==> src/rtl/alu8_pkg.sv <==
package alu8_pkg;

    localparam int DW  = 8;
    localparam int NW  = DW / 2;
    localparam int OPW = 5;
    localparam int NF  = 5;

    typedef enum logic [OPW-1:0] {
        OP_ADD = 5'd0,  OP_ADC = 5'd1,  OP_SUB = 5'd2,  OP_SBC = 5'd3,
        OP_CMP = 5'd4,  OP_AND = 5'd5,  OP_OR  = 5'd6,  OP_EOR = 5'd7,
        OP_BIT = 5'd8,  OP_COM = 5'd9,  OP_NEG = 5'd10, OP_INC = 5'd11,
        OP_DEC = 5'd12, OP_CLR = 5'd13, OP_TST = 5'd14, OP_LD  = 5'd15,
        OP_ASL = 5'd16, OP_ASR = 5'd17, OP_LSR = 5'd18, OP_ROL = 5'd19,
        OP_ROR = 5'd20, OP_DAA = 5'd21
    } alu_op_e;

    typedef enum logic [2:0] {
        U_ARITH, U_LOGIC, U_SHIFT, U_DAA, U_NONE
    } unit_e;

    typedef struct packed {
        logic h;
        logic n;
        logic z;
        logic v;
        logic c;
    } ccf_t;

    typedef struct packed {
        logic [DW-1:0] res;
        logic          wr;
        ccf_t          f;
        ccf_t          upd;
    } alu_out_t;

    localparam ccf_t UPD_NONE = '{h: 1'b0, n: 1'b0, z: 1'b0, v: 1'b0, c: 1'b0};
    localparam ccf_t UPD_ALL  = '{h: 1'b1, n: 1'b1, z: 1'b1, v: 1'b1, c: 1'b1};
    localparam ccf_t UPD_NZVC = '{h: 1'b0, n: 1'b1, z: 1'b1, v: 1'b1, c: 1'b1};
    localparam ccf_t UPD_NZV  = '{h: 1'b0, n: 1'b1, z: 1'b1, v: 1'b1, c: 1'b0};
    localparam ccf_t UPD_NZC  = '{h: 1'b0, n: 1'b1, z: 1'b1, v: 1'b0, c: 1'b1};

    function automatic unit_e op_unit(input alu_op_e op);
        unit_e u;
        case (op)
            OP_ADD, OP_ADC, OP_SUB, OP_SBC, OP_CMP,
            OP_NEG, OP_INC, OP_DEC:                   u = U_ARITH;
            OP_AND, OP_OR, OP_EOR, OP_BIT, OP_COM,
            OP_CLR, OP_TST, OP_LD:                    u = U_LOGIC;
            OP_ASL, OP_ASR, OP_LSR, OP_ROL, OP_ROR:   u = U_SHIFT;
            OP_DAA:                                   u = U_DAA;
            default:                                  u = U_NONE;
        endcase
        return u;
    endfunction

    function automatic logic is_zero(input logic [DW-1:0] v);
        return (v == '0);
    endfunction

endpackage

==> src/rtl/alu8_arith.sv <==
module alu8_arith
    import alu8_pkg::*;
(
    input  alu_op_e       op_i,
    input  logic [DW-1:0] a_i,
    input  logic [DW-1:0] b_i,
    input  logic          c_i,
    output alu_out_t      out_o
);

    logic [DW-1:0] x, y, r;
    logic          ci, is_sub;
    logic [DW:0]   wide;
    logic [NW:0]   nib;
    logic          ovf;

    always_comb begin
        x      = a_i;
        y      = b_i;
        ci     = 1'b0;
        is_sub = 1'b0;
        case (op_i)
            OP_ADC:         ci = c_i;
            OP_SUB, OP_CMP: is_sub = 1'b1;
            OP_SBC: begin
                is_sub = 1'b1;
                ci     = c_i;
            end
            OP_NEG: begin
                is_sub = 1'b1;
                x      = '0;
                y      = a_i;
            end
            OP_INC:         y = DW'(1);
            OP_DEC: begin
                is_sub = 1'b1;
                y      = DW'(1);
            end
            default: ;
        endcase
    end

    always_comb begin
        if (is_sub) begin
            wide = {1'b0, x} - {1'b0, y} - {{DW{1'b0}}, ci};
            nib  = {1'b0, x[NW-1:0]} - {1'b0, y[NW-1:0]} - {{NW{1'b0}}, ci};
        end else begin
            wide = {1'b0, x} + {1'b0, y} + {{DW{1'b0}}, ci};
            nib  = {1'b0, x[NW-1:0]} + {1'b0, y[NW-1:0]} + {{NW{1'b0}}, ci};
        end
        r = wide[DW-1:0];
        if (is_sub)
            ovf = (x[DW-1] != y[DW-1]) && (r[DW-1] != x[DW-1]);
        else
            ovf = (x[DW-1] == y[DW-1]) && (r[DW-1] != x[DW-1]);
    end

    always_comb begin
        out_o.res   = r;
        out_o.wr    = (op_i != OP_CMP);
        out_o.f.h   = nib[NW];
        out_o.f.n   = r[DW-1];
        out_o.f.z   = is_zero(r);
        out_o.f.v   = ovf;
        out_o.f.c   = wide[DW];
        case (op_i)
            OP_ADD, OP_ADC:                 out_o.upd = UPD_ALL;
            OP_SUB, OP_SBC, OP_CMP, OP_NEG: out_o.upd = UPD_NZVC;
            OP_INC, OP_DEC:                 out_o.upd = UPD_NZV;
            default:                        out_o.upd = UPD_NONE;
        endcase
    end

endmodule

==> src/rtl/alu8_logic.sv <==
module alu8_logic
    import alu8_pkg::*;
(
    input  alu_op_e       op_i,
    input  logic [DW-1:0] a_i,
    input  logic [DW-1:0] b_i,
    output alu_out_t      out_o
);

    logic [DW-1:0] r;

    always_comb begin
        case (op_i)
            OP_AND, OP_BIT: r = a_i & b_i;
            OP_OR:          r = a_i | b_i;
            OP_EOR:         r = a_i ^ b_i;
            OP_COM:         r = ~a_i;
            OP_CLR:         r = '0;
            OP_LD:          r = b_i;
            default:        r = a_i;
        endcase
    end

    always_comb begin
        out_o.res = r;
        out_o.wr  = !(op_i == OP_BIT || op_i == OP_TST);
        out_o.f.h = 1'b0;
        out_o.f.n = r[DW-1];
        out_o.f.z = is_zero(r);
        out_o.f.v = 1'b0;
        out_o.f.c = (op_i == OP_COM);
        if (op_i == OP_COM || op_i == OP_CLR)
            out_o.upd = UPD_NZVC;
        else
            out_o.upd = UPD_NZV;
    end

endmodule

==> src/rtl/alu8_shift.sv <==
module alu8_shift
    import alu8_pkg::*;
(
    input  alu_op_e       op_i,
    input  logic [DW-1:0] a_i,
    input  logic          c_i,
    output alu_out_t      out_o
);

    logic [DW-1:0] r;
    logic          co, vo;
    ccf_t          upd;

    always_comb begin
        r   = a_i;
        co  = 1'b0;
        vo  = 1'b0;
        upd = UPD_NZC;
        case (op_i)
            OP_ASL: begin
                r   = {a_i[DW-2:0], 1'b0};
                co  = a_i[DW-1];
                vo  = a_i[DW-1] ^ a_i[DW-2];
                upd = UPD_NZVC;
            end
            OP_ASR: begin
                r  = {a_i[DW-1], a_i[DW-1:1]};
                co = a_i[0];
            end
            OP_LSR: begin
                r  = {1'b0, a_i[DW-1:1]};
                co = a_i[0];
            end
            OP_ROL: begin
                r   = {a_i[DW-2:0], c_i};
                co  = a_i[DW-1];
                vo  = a_i[DW-2] ^ a_i[DW-1];
                upd = UPD_NZVC;
            end
            OP_ROR: begin
                r  = {c_i, a_i[DW-1:1]};
                co = a_i[0];
            end
            default: upd = UPD_NONE;
        endcase
    end

    always_comb begin
        out_o.res = r;
        out_o.wr  = 1'b1;
        out_o.f.h = 1'b0;
        out_o.f.n = r[DW-1];
        out_o.f.z = is_zero(r);
        out_o.f.v = vo;
        out_o.f.c = co;
        out_o.upd = upd;
    end

endmodule

==> src/rtl/alu8_daa.sv <==
module alu8_daa
    import alu8_pkg::*;
(
    input  logic [DW-1:0] a_i,
    input  logic          c_i,
    input  logic          h_i,
    output alu_out_t      out_o
);

    localparam logic [NW-1:0] BCD_MAX = NW'(9);
    localparam logic [NW-1:0] BCD_HI8 = NW'(8);
    localparam logic [NW-1:0] FIX     = NW'(6);

    logic [NW-1:0] lo, hi;
    logic          fix_lo, fix_hi;
    logic [DW-1:0] corr, r;

    always_comb begin
        lo     = a_i[NW-1:0];
        hi     = a_i[DW-1:NW];
        fix_lo = h_i || (lo > BCD_MAX);
        fix_hi = c_i || (hi > BCD_MAX) || ((hi > BCD_HI8) && (lo > BCD_MAX));
        corr   = {(fix_hi ? FIX : '0), (fix_lo ? FIX : '0)};
        r      = a_i + corr;
    end

    always_comb begin
        out_o.res = r;
        out_o.wr  = 1'b1;
        out_o.f.h = 1'b0;
        out_o.f.n = r[DW-1];
        out_o.f.z = is_zero(r);
        out_o.f.v = 1'b0;
        out_o.f.c = fix_hi;
        out_o.upd = UPD_NZVC;
    end

endmodule

==> src/rtl/alu8_core.sv <==
module alu8_core
    import alu8_pkg::*;
(
    input  logic [OPW-1:0] op_i,
    input  logic [DW-1:0]  a_i,
    input  logic [DW-1:0]  b_i,
    input  logic           c_i,
    input  logic           h_i,
    output logic [DW-1:0]  res_o,
    output logic           wr_o,
    output logic [NF-1:0]  flags_o,
    output logic [NF-1:0]  upd_o
);

    localparam int NU = 4;

    alu_op_e  op;
    alu_out_t unit_out [NU];
    alu_out_t sel;
    unit_e    u;

    assign op = alu_op_e'(op_i);
    assign u  = op_unit(op);

    alu8_arith u_arith (.op_i(op), .a_i(a_i), .b_i(b_i), .c_i(c_i), .out_o(unit_out[0]));
    alu8_logic u_logic (.op_i(op), .a_i(a_i), .b_i(b_i),            .out_o(unit_out[1]));
    alu8_shift u_shift (.op_i(op), .a_i(a_i), .c_i(c_i),            .out_o(unit_out[2]));
    alu8_daa   u_daa   (.a_i(a_i), .c_i(c_i), .h_i(h_i),            .out_o(unit_out[3]));

    always_comb begin
        case (u)
            U_ARITH: sel = unit_out[0];
            U_LOGIC: sel = unit_out[1];
            U_SHIFT: sel = unit_out[2];
            U_DAA:   sel = unit_out[3];
            default: begin
                sel.res = a_i;
                sel.wr  = 1'b0;
                sel.f   = UPD_NONE;
                sel.upd = UPD_NONE;
            end
        endcase
    end

    assign res_o   = sel.res;
    assign wr_o    = sel.wr;
    assign upd_o   = sel.upd;
    assign flags_o = sel.f & sel.upd;

endmodule

==> config.mk <==
export PLATFORM = sky130hd
export DESIGN_NAME = alu8_core
export DESIGN_NICKNAME = d
export VERILOG_FILES = /design/src/rtl/alu8_pkg.sv /design/src/rtl/alu8_arith.sv /design/src/rtl/alu8_logic.sv /design/src/rtl/alu8_shift.sv /design/src/rtl/alu8_daa.sv /design/src/rtl/alu8_core.sv
export SDC_FILE = /design/constraint.sdc
export NUM_CORES = 1
export LEC_CHECK = 0
export ABC_AREA = 1
export BUFFER_PORTS_ARGS = -buffer_cell sky130_fd_sc_hd__buf_2
export CAP_MARGIN = 15
export CORE_MARGIN = 3
export CORE_UTILIZATION = 55
export DETAILED_ROUTE_END_ITERATION = 16
export PLACE_DENSITY = 0.77
export SYNTH_ARGS = -nofsm -noshare
export SYNTH_HDL_FRONTEND = slang
export SYNTH_SLANG_ARGS = --single-unit
==> constraint.sdc <==
create_clock -name vclk -period 4.5
set_input_delay 0.45 -clock vclk [all_inputs]
set_output_delay 0.45 -clock vclk [all_outputs]
set_load 0.005 [all_outputs]
======== Word level (Yosys, flattened, before mapping) ========
Memory sizes are Yosys's and may differ from the RTL's.
Index checks and enable logic that the tools add are counted.
word-level totals
  bits in registers ....................... 0
  bits in read-only memories .............. 176
  input port bits ......................... 23
  output and inout bits ................... 19
  word-level logic and storage cells ...... 84
  memories ................................ 2
operators by class
  $add $sub $neg .......................... 9
  $lt $le $gt $ge ......................... 3
  eq/ne operators ......................... 27
  mux-type cells .......................... 17
  bitwise logic cells ..................... 6
  reduce and logical (&&, ||, !) cells .... 20
memories
  memory            depth  bits a word  rd ports  clocked after memory_dff  wr ports  line              text
  (name not given)  32     3            1         0                         0         alu8_pkg.sv:44    case (op)
  (name not given)  16     5            1         0                         0         alu8_arith.sv:66  case (op_i)
operators by type and width
  operator              count
  $pmux W19 S4          1
  $pmux W8 S6           1
  $eq A5 B4 Y1 const B  8
  $pmux W8 S5           1
  $logic_not A8 Y1      4
  $eq A5 B5 Y1 const B  5
  $eq A5 B3 Y1 const B  4
  $pmux W8 S2           1
  $gt A4 B4 Y1 const B  3
  $eq A5 B2 Y1 const B  2
  $mux W5               2
  $add A8 B8 Y9         1
  $add A9 B1 Y9         1
  $mux W9               1
  $sub A8 B8 Y9         1
  $sub A9 B1 Y9         1
  $add A8 B8 Y8         1
  $and A8 B8 Y8         1
  $mux W8               1
  $not A8 Y8            1
  $or A8 B8 Y8          1
  $pmux W4 S2           1
  $reduce_or A2 Y1      4
  $xor A8 B8 Y8         1
  21 further kinds      34

======== Longest topological paths before layout ========
  word-level depth ........................ 11
  mapped depth ............................ 22
  mapped depth without buffers ............ 21

======== Cells and area by module ========
A second synthesis with hierarchy kept.
second synthesis, totals
  cell total of the unflattened synthesis .. 742
  area, all modules ....................... 3,956.3 µm²
modules (own cells, without submodules)
  module      instances  cells each  area an instance (µm²)  seq. area each (µm²)
  alu8_arith  1          239         1,363.8                 0.0
  alu8_logic  1          169         930.9                   0.0
  alu8_core   1          176         802.0                   0.0
  alu8_shift  1          87          437.9                   0.0
  alu8_daa    1          71          421.7                   0.0

======== Worst setup path before layout ========
No wires, ideal clock.
  kind .................................... input to output
  start ................................... input op_i[1]
  end ..................................... output flags_o[2]
  arrival time ............................ 3.084 ns
  data required time ...................... 4.050 ns
  path slack .............................. 0.966 ns
  cell stages on the path ................. 16
  cell sequence ........................... buf_4 nand2_1 nor2_4 nand2_2 a211oi_1 inv_1 fa_1 fa_1 nand4_1 o211ai_1 or2_2 nand3_1 nand2_1 nor2_1 nand2_1 nand3_1
on the way
  word-level cells in the longest chain between the ends .. 9
  elaborated cells between the ends (all ways) .. 49
RTL lines
  what                                                   line                                text
  from (decl)                                            alu8_core.sv:4                      input logic [OPW-1:0] op_i,
  $eq A5 B4 Y1                                           alu8_arith.sv:22                    case (op_i)
  $reduce_or A2 Y1 (no source line)                      --
  $pmux W8 S2                                            alu8_arith.sv:22
  $add A8 B8 Y9 / $sub A8 B8 Y9 (equally long branches)  alu8_arith.sv:48, alu8_arith.sv:45
  $add A9 B1 Y9 / $sub A9 B1 Y9 (equally long branches)  alu8_arith.sv:48, alu8_arith.sv:45
  $mux W9                                                alu8_arith.sv:44                    if (is_sub) begin
  $logic_not A8 Y1                                       alu8_pkg.sv:57                      return (v == '0);
  $pmux W19 S4 (*)                                       alu8_core.sv:31                     case (u)
  $and A5 B5 Y5 (*)                                      alu8_core.sv:48                     assign flags_o = sel.f & sel.upd;
  to (decl)                                              alu8_core.sv:11                     output logic [NF-1:0] flags_o,
Every way passes the cells marked *; elsewhere a longest branch is shown, timed or not.

======== Final worst setup path ========
Same ends and word-level chain as after synthesis.

==> metrics <==
Worst setup SP type input port; area grow syn2layout 7.63%; pin count of the biggest net entering global routing 17; Vias/cell 5.96; Synth Area per Inst 5.48 sq um; Worst EP arrival 3.73 ns; GRT Overall Usage 33.5%; power per standard cell area 131 mW/mm^2; # placed instances 628; final hold vios 0; storage element area 0 sq um; CP startpoint op_i[1]; Combinational Power Share 100.0%; Max Freq 239 MHz; Avg WL per Cell 16.1 microns; via count 3,740; final instance area 0.00312 sq mm; setup violators final 0; GRT overflow 0; die height 78.6 microns; I/O pin total 42; DRT iter0 DRCs 314; Flop pwr share 0%; final std cells w/o fill 628; Die ar. 0.00618 sq mm; core region area 0.00491 sq mm; n_diodes 0; Lkg Pwr 1.72 nW; period utilisation layout 93.0%; global-route wire length before repair 16.8 mm; Clk network pwr share 0%; number of port buffers 42; DRT Wirelength 10.1 mm; Sw Share 66.1%; sequential area share after synthesis 0%; Final TNS setup 0 ns; YS warnings 0; initial antenna violation count 0; RSZ-0062 raised after global routing no; Synth Cell Area 0.00290 sq mm; GP Congestion 0.998; Hold-fix buffers, CTS 0; status finished clean; worst rel slew slack 56.1%; fin crit period 4.18 ns; maxcap violations 0; cells after synthesis 529; FP Rows 25; # DRC 0; cell-internal power 0.000138 W; WP data required 4.05 ns; Placed Area 0.00312 sq mm; Pre-antenna DRT Iters 5; switching power 0.000269 W; syn_nets 598; initial core utilization 59.1%; Die Span X 78.6 microns; CP Class input port to primary output; HPWL after DPL 8.24 mm; crit end category primary output; end of the critical path flags_o[2]; hold crit path type input port to primary output; Tightest Pin Transition 0.653 ns; synth unique cells 42; Layout Nets 632; crit path max fanout 12; CLK BUF 0; post-route antenna net violation count 0; FF+latch count 0; Max IR drop VDD 0.0884 mV; Final Slew Violations 0; postcts setup bufs 0; number of global-route vias before repair 3,461; CTS resizes 0; fraction of layout cells with a size suffix above 1 13.7%
[Yosys cell counts (all sizes together)]
cell     count  area, sq um
a211oi       2         15.0
a21boi       1         7.51
a21o         1         7.51
a21oi       26          134
a221oi       1         8.76
a31oi        4         25.0
a32oi        1         8.76
buf         12         87.6
clkinv       2         7.51
fa           5          100
ha          41          513
inv         86          323
nand2      132          518
nand3       66          340
nand4       10         62.6
nor2        79          332
nor3         1         5.00
nor3b        1         7.51
nor4         1         6.26
o2111ai      6         52.6
o211ai       5         47.5
o21a         1         7.51
o21ai       23          119
o21bai       1         7.51
o221ai       1         8.76
o22a         2         17.5
o22ai        7         43.8
or2          3         18.8
xnor2        1         8.76
xor2         7         61.3
[layer usage]
layer | global-route usage [%] | vias up | wire length, microns
met2 | 55.3 | 227 | 4480
met4 | 11.4 | 0 | 430
met5 | 0 | - | 0
met3 | 4.36 | 41 | 1030
li1 | - | 1795 | -
met1 | 44.6 | 1677 | 4150
[worst max-delay path: stages]
cell and delay (ns):
buf_2 0.21, nand2_1 0.12, nor2_4 0.19, nand2_2 0.19, a211oi_1 0.45, inv_1 0.12
fa_1 0.48, fa_1 0.45, nand3_1 0.12, nand2_1 0.10, xor2_1 0.17, nand2_1 0.07
nand2_1 0.07, nor2_1 0.10, nand3_1 0.07, nor2_1 0.08, nand2_1 0.08, nand3_1 0.08
buf_2 0.11
[logic make-up (layout without fill, tap and decap cells)]
family,count (synthesis),after routing,share of synthesized area (%)
XOR/XNOR,8,8,2.41
AO/OA/AOI/OAI,82,82,17.6
AND/OR/NAND/NOR,293,293,44.5
buffers and inverters,100,132,14.4
adder cells (fa/ha/maj),46,46,21.1
[stage by stage]
| stage | setup WS [ns] | total power (W) | utilization [%] | hold slack, ns |
|---|---|---|---|---|
| 3_5_place_dp | 0.369 | 0.000394 | 63.6 | 1.31 |
| 2_1_floorplan | 0.966 | 0.000282 | - | 1.02 |
| 3_3_place_gp | 0.395 | 0.000388 | 63.6 | 1.31 |
| 4_1_cts | 0.359 | 0.000396 | 63.6 | 1.31 |
| 6_report | 0.317 | 0.000408 | 63.6 | 1.32 |
| 5_1_grt | 0.000515 | 0.000458 | 63.6 | 1.34 |
[placed cells by master (no fill, tap or decap), types with 2 or more instances in the layout]
cell,Yosys,final
nor2_1,69,69
buf_2,4,42
o211ai_1,3,3
nor2_4,2,2
o21ai_0,20,19
o21ai_1,2,3
o211ai_2,2,2
nand2_1,125,125
ha_1,41,41
nand2_2,6,6
o22ai_1,7,7
o22a_1,2,2
buf_4,6,2
nor2_2,8,8
xor2_1,7,7
inv_2,7,7
a31oi_1,4,4
nand4_1,10,10
nand3_2,2,2
a211oi_1,2,2
inv_1,79,79
nand3_1,64,64
clkinv_1,2,2
o2111ai_1,6,6
or2_2,3,3
fa_1,5,5
a21oi_1,25,25
[area by class of cell]
cell class / count / area (sq um)
timing repair buffer: 44 / 225
multi-input combinational: 429 / 2480
inverter: 88 / 330
fill: 517 / 1790
tap: 67 / 83.8
[power by group through the flow]
stage	clock, W	combinational [W]	sequential, W
global placement	0	0.000388	0
global route	0	0.000458	0
finish	0	0.000408	0
CTS	0	0.000396	0
floorplan	0	0.000282	0
detailed placement	0	0.000394	0
[worst min-delay path by stage]
stage               startpoint       end  slack (ns)  cells after the start
finish                 op_i[3]  upd_o[4]        1.32                      3
floorplan               a_i[5]  res_o[5]        1.02                      2
detailed placement     op_i[3]  upd_o[4]        1.31                      3
global placement       op_i[3]  upd_o[4]        1.31                      3
global route           op_i[3]  upd_o[4]        1.34                      3
CTS                    op_i[3]  upd_o[4]        1.31                      3
Note: power is estimated with default switching activity, not from simulation.
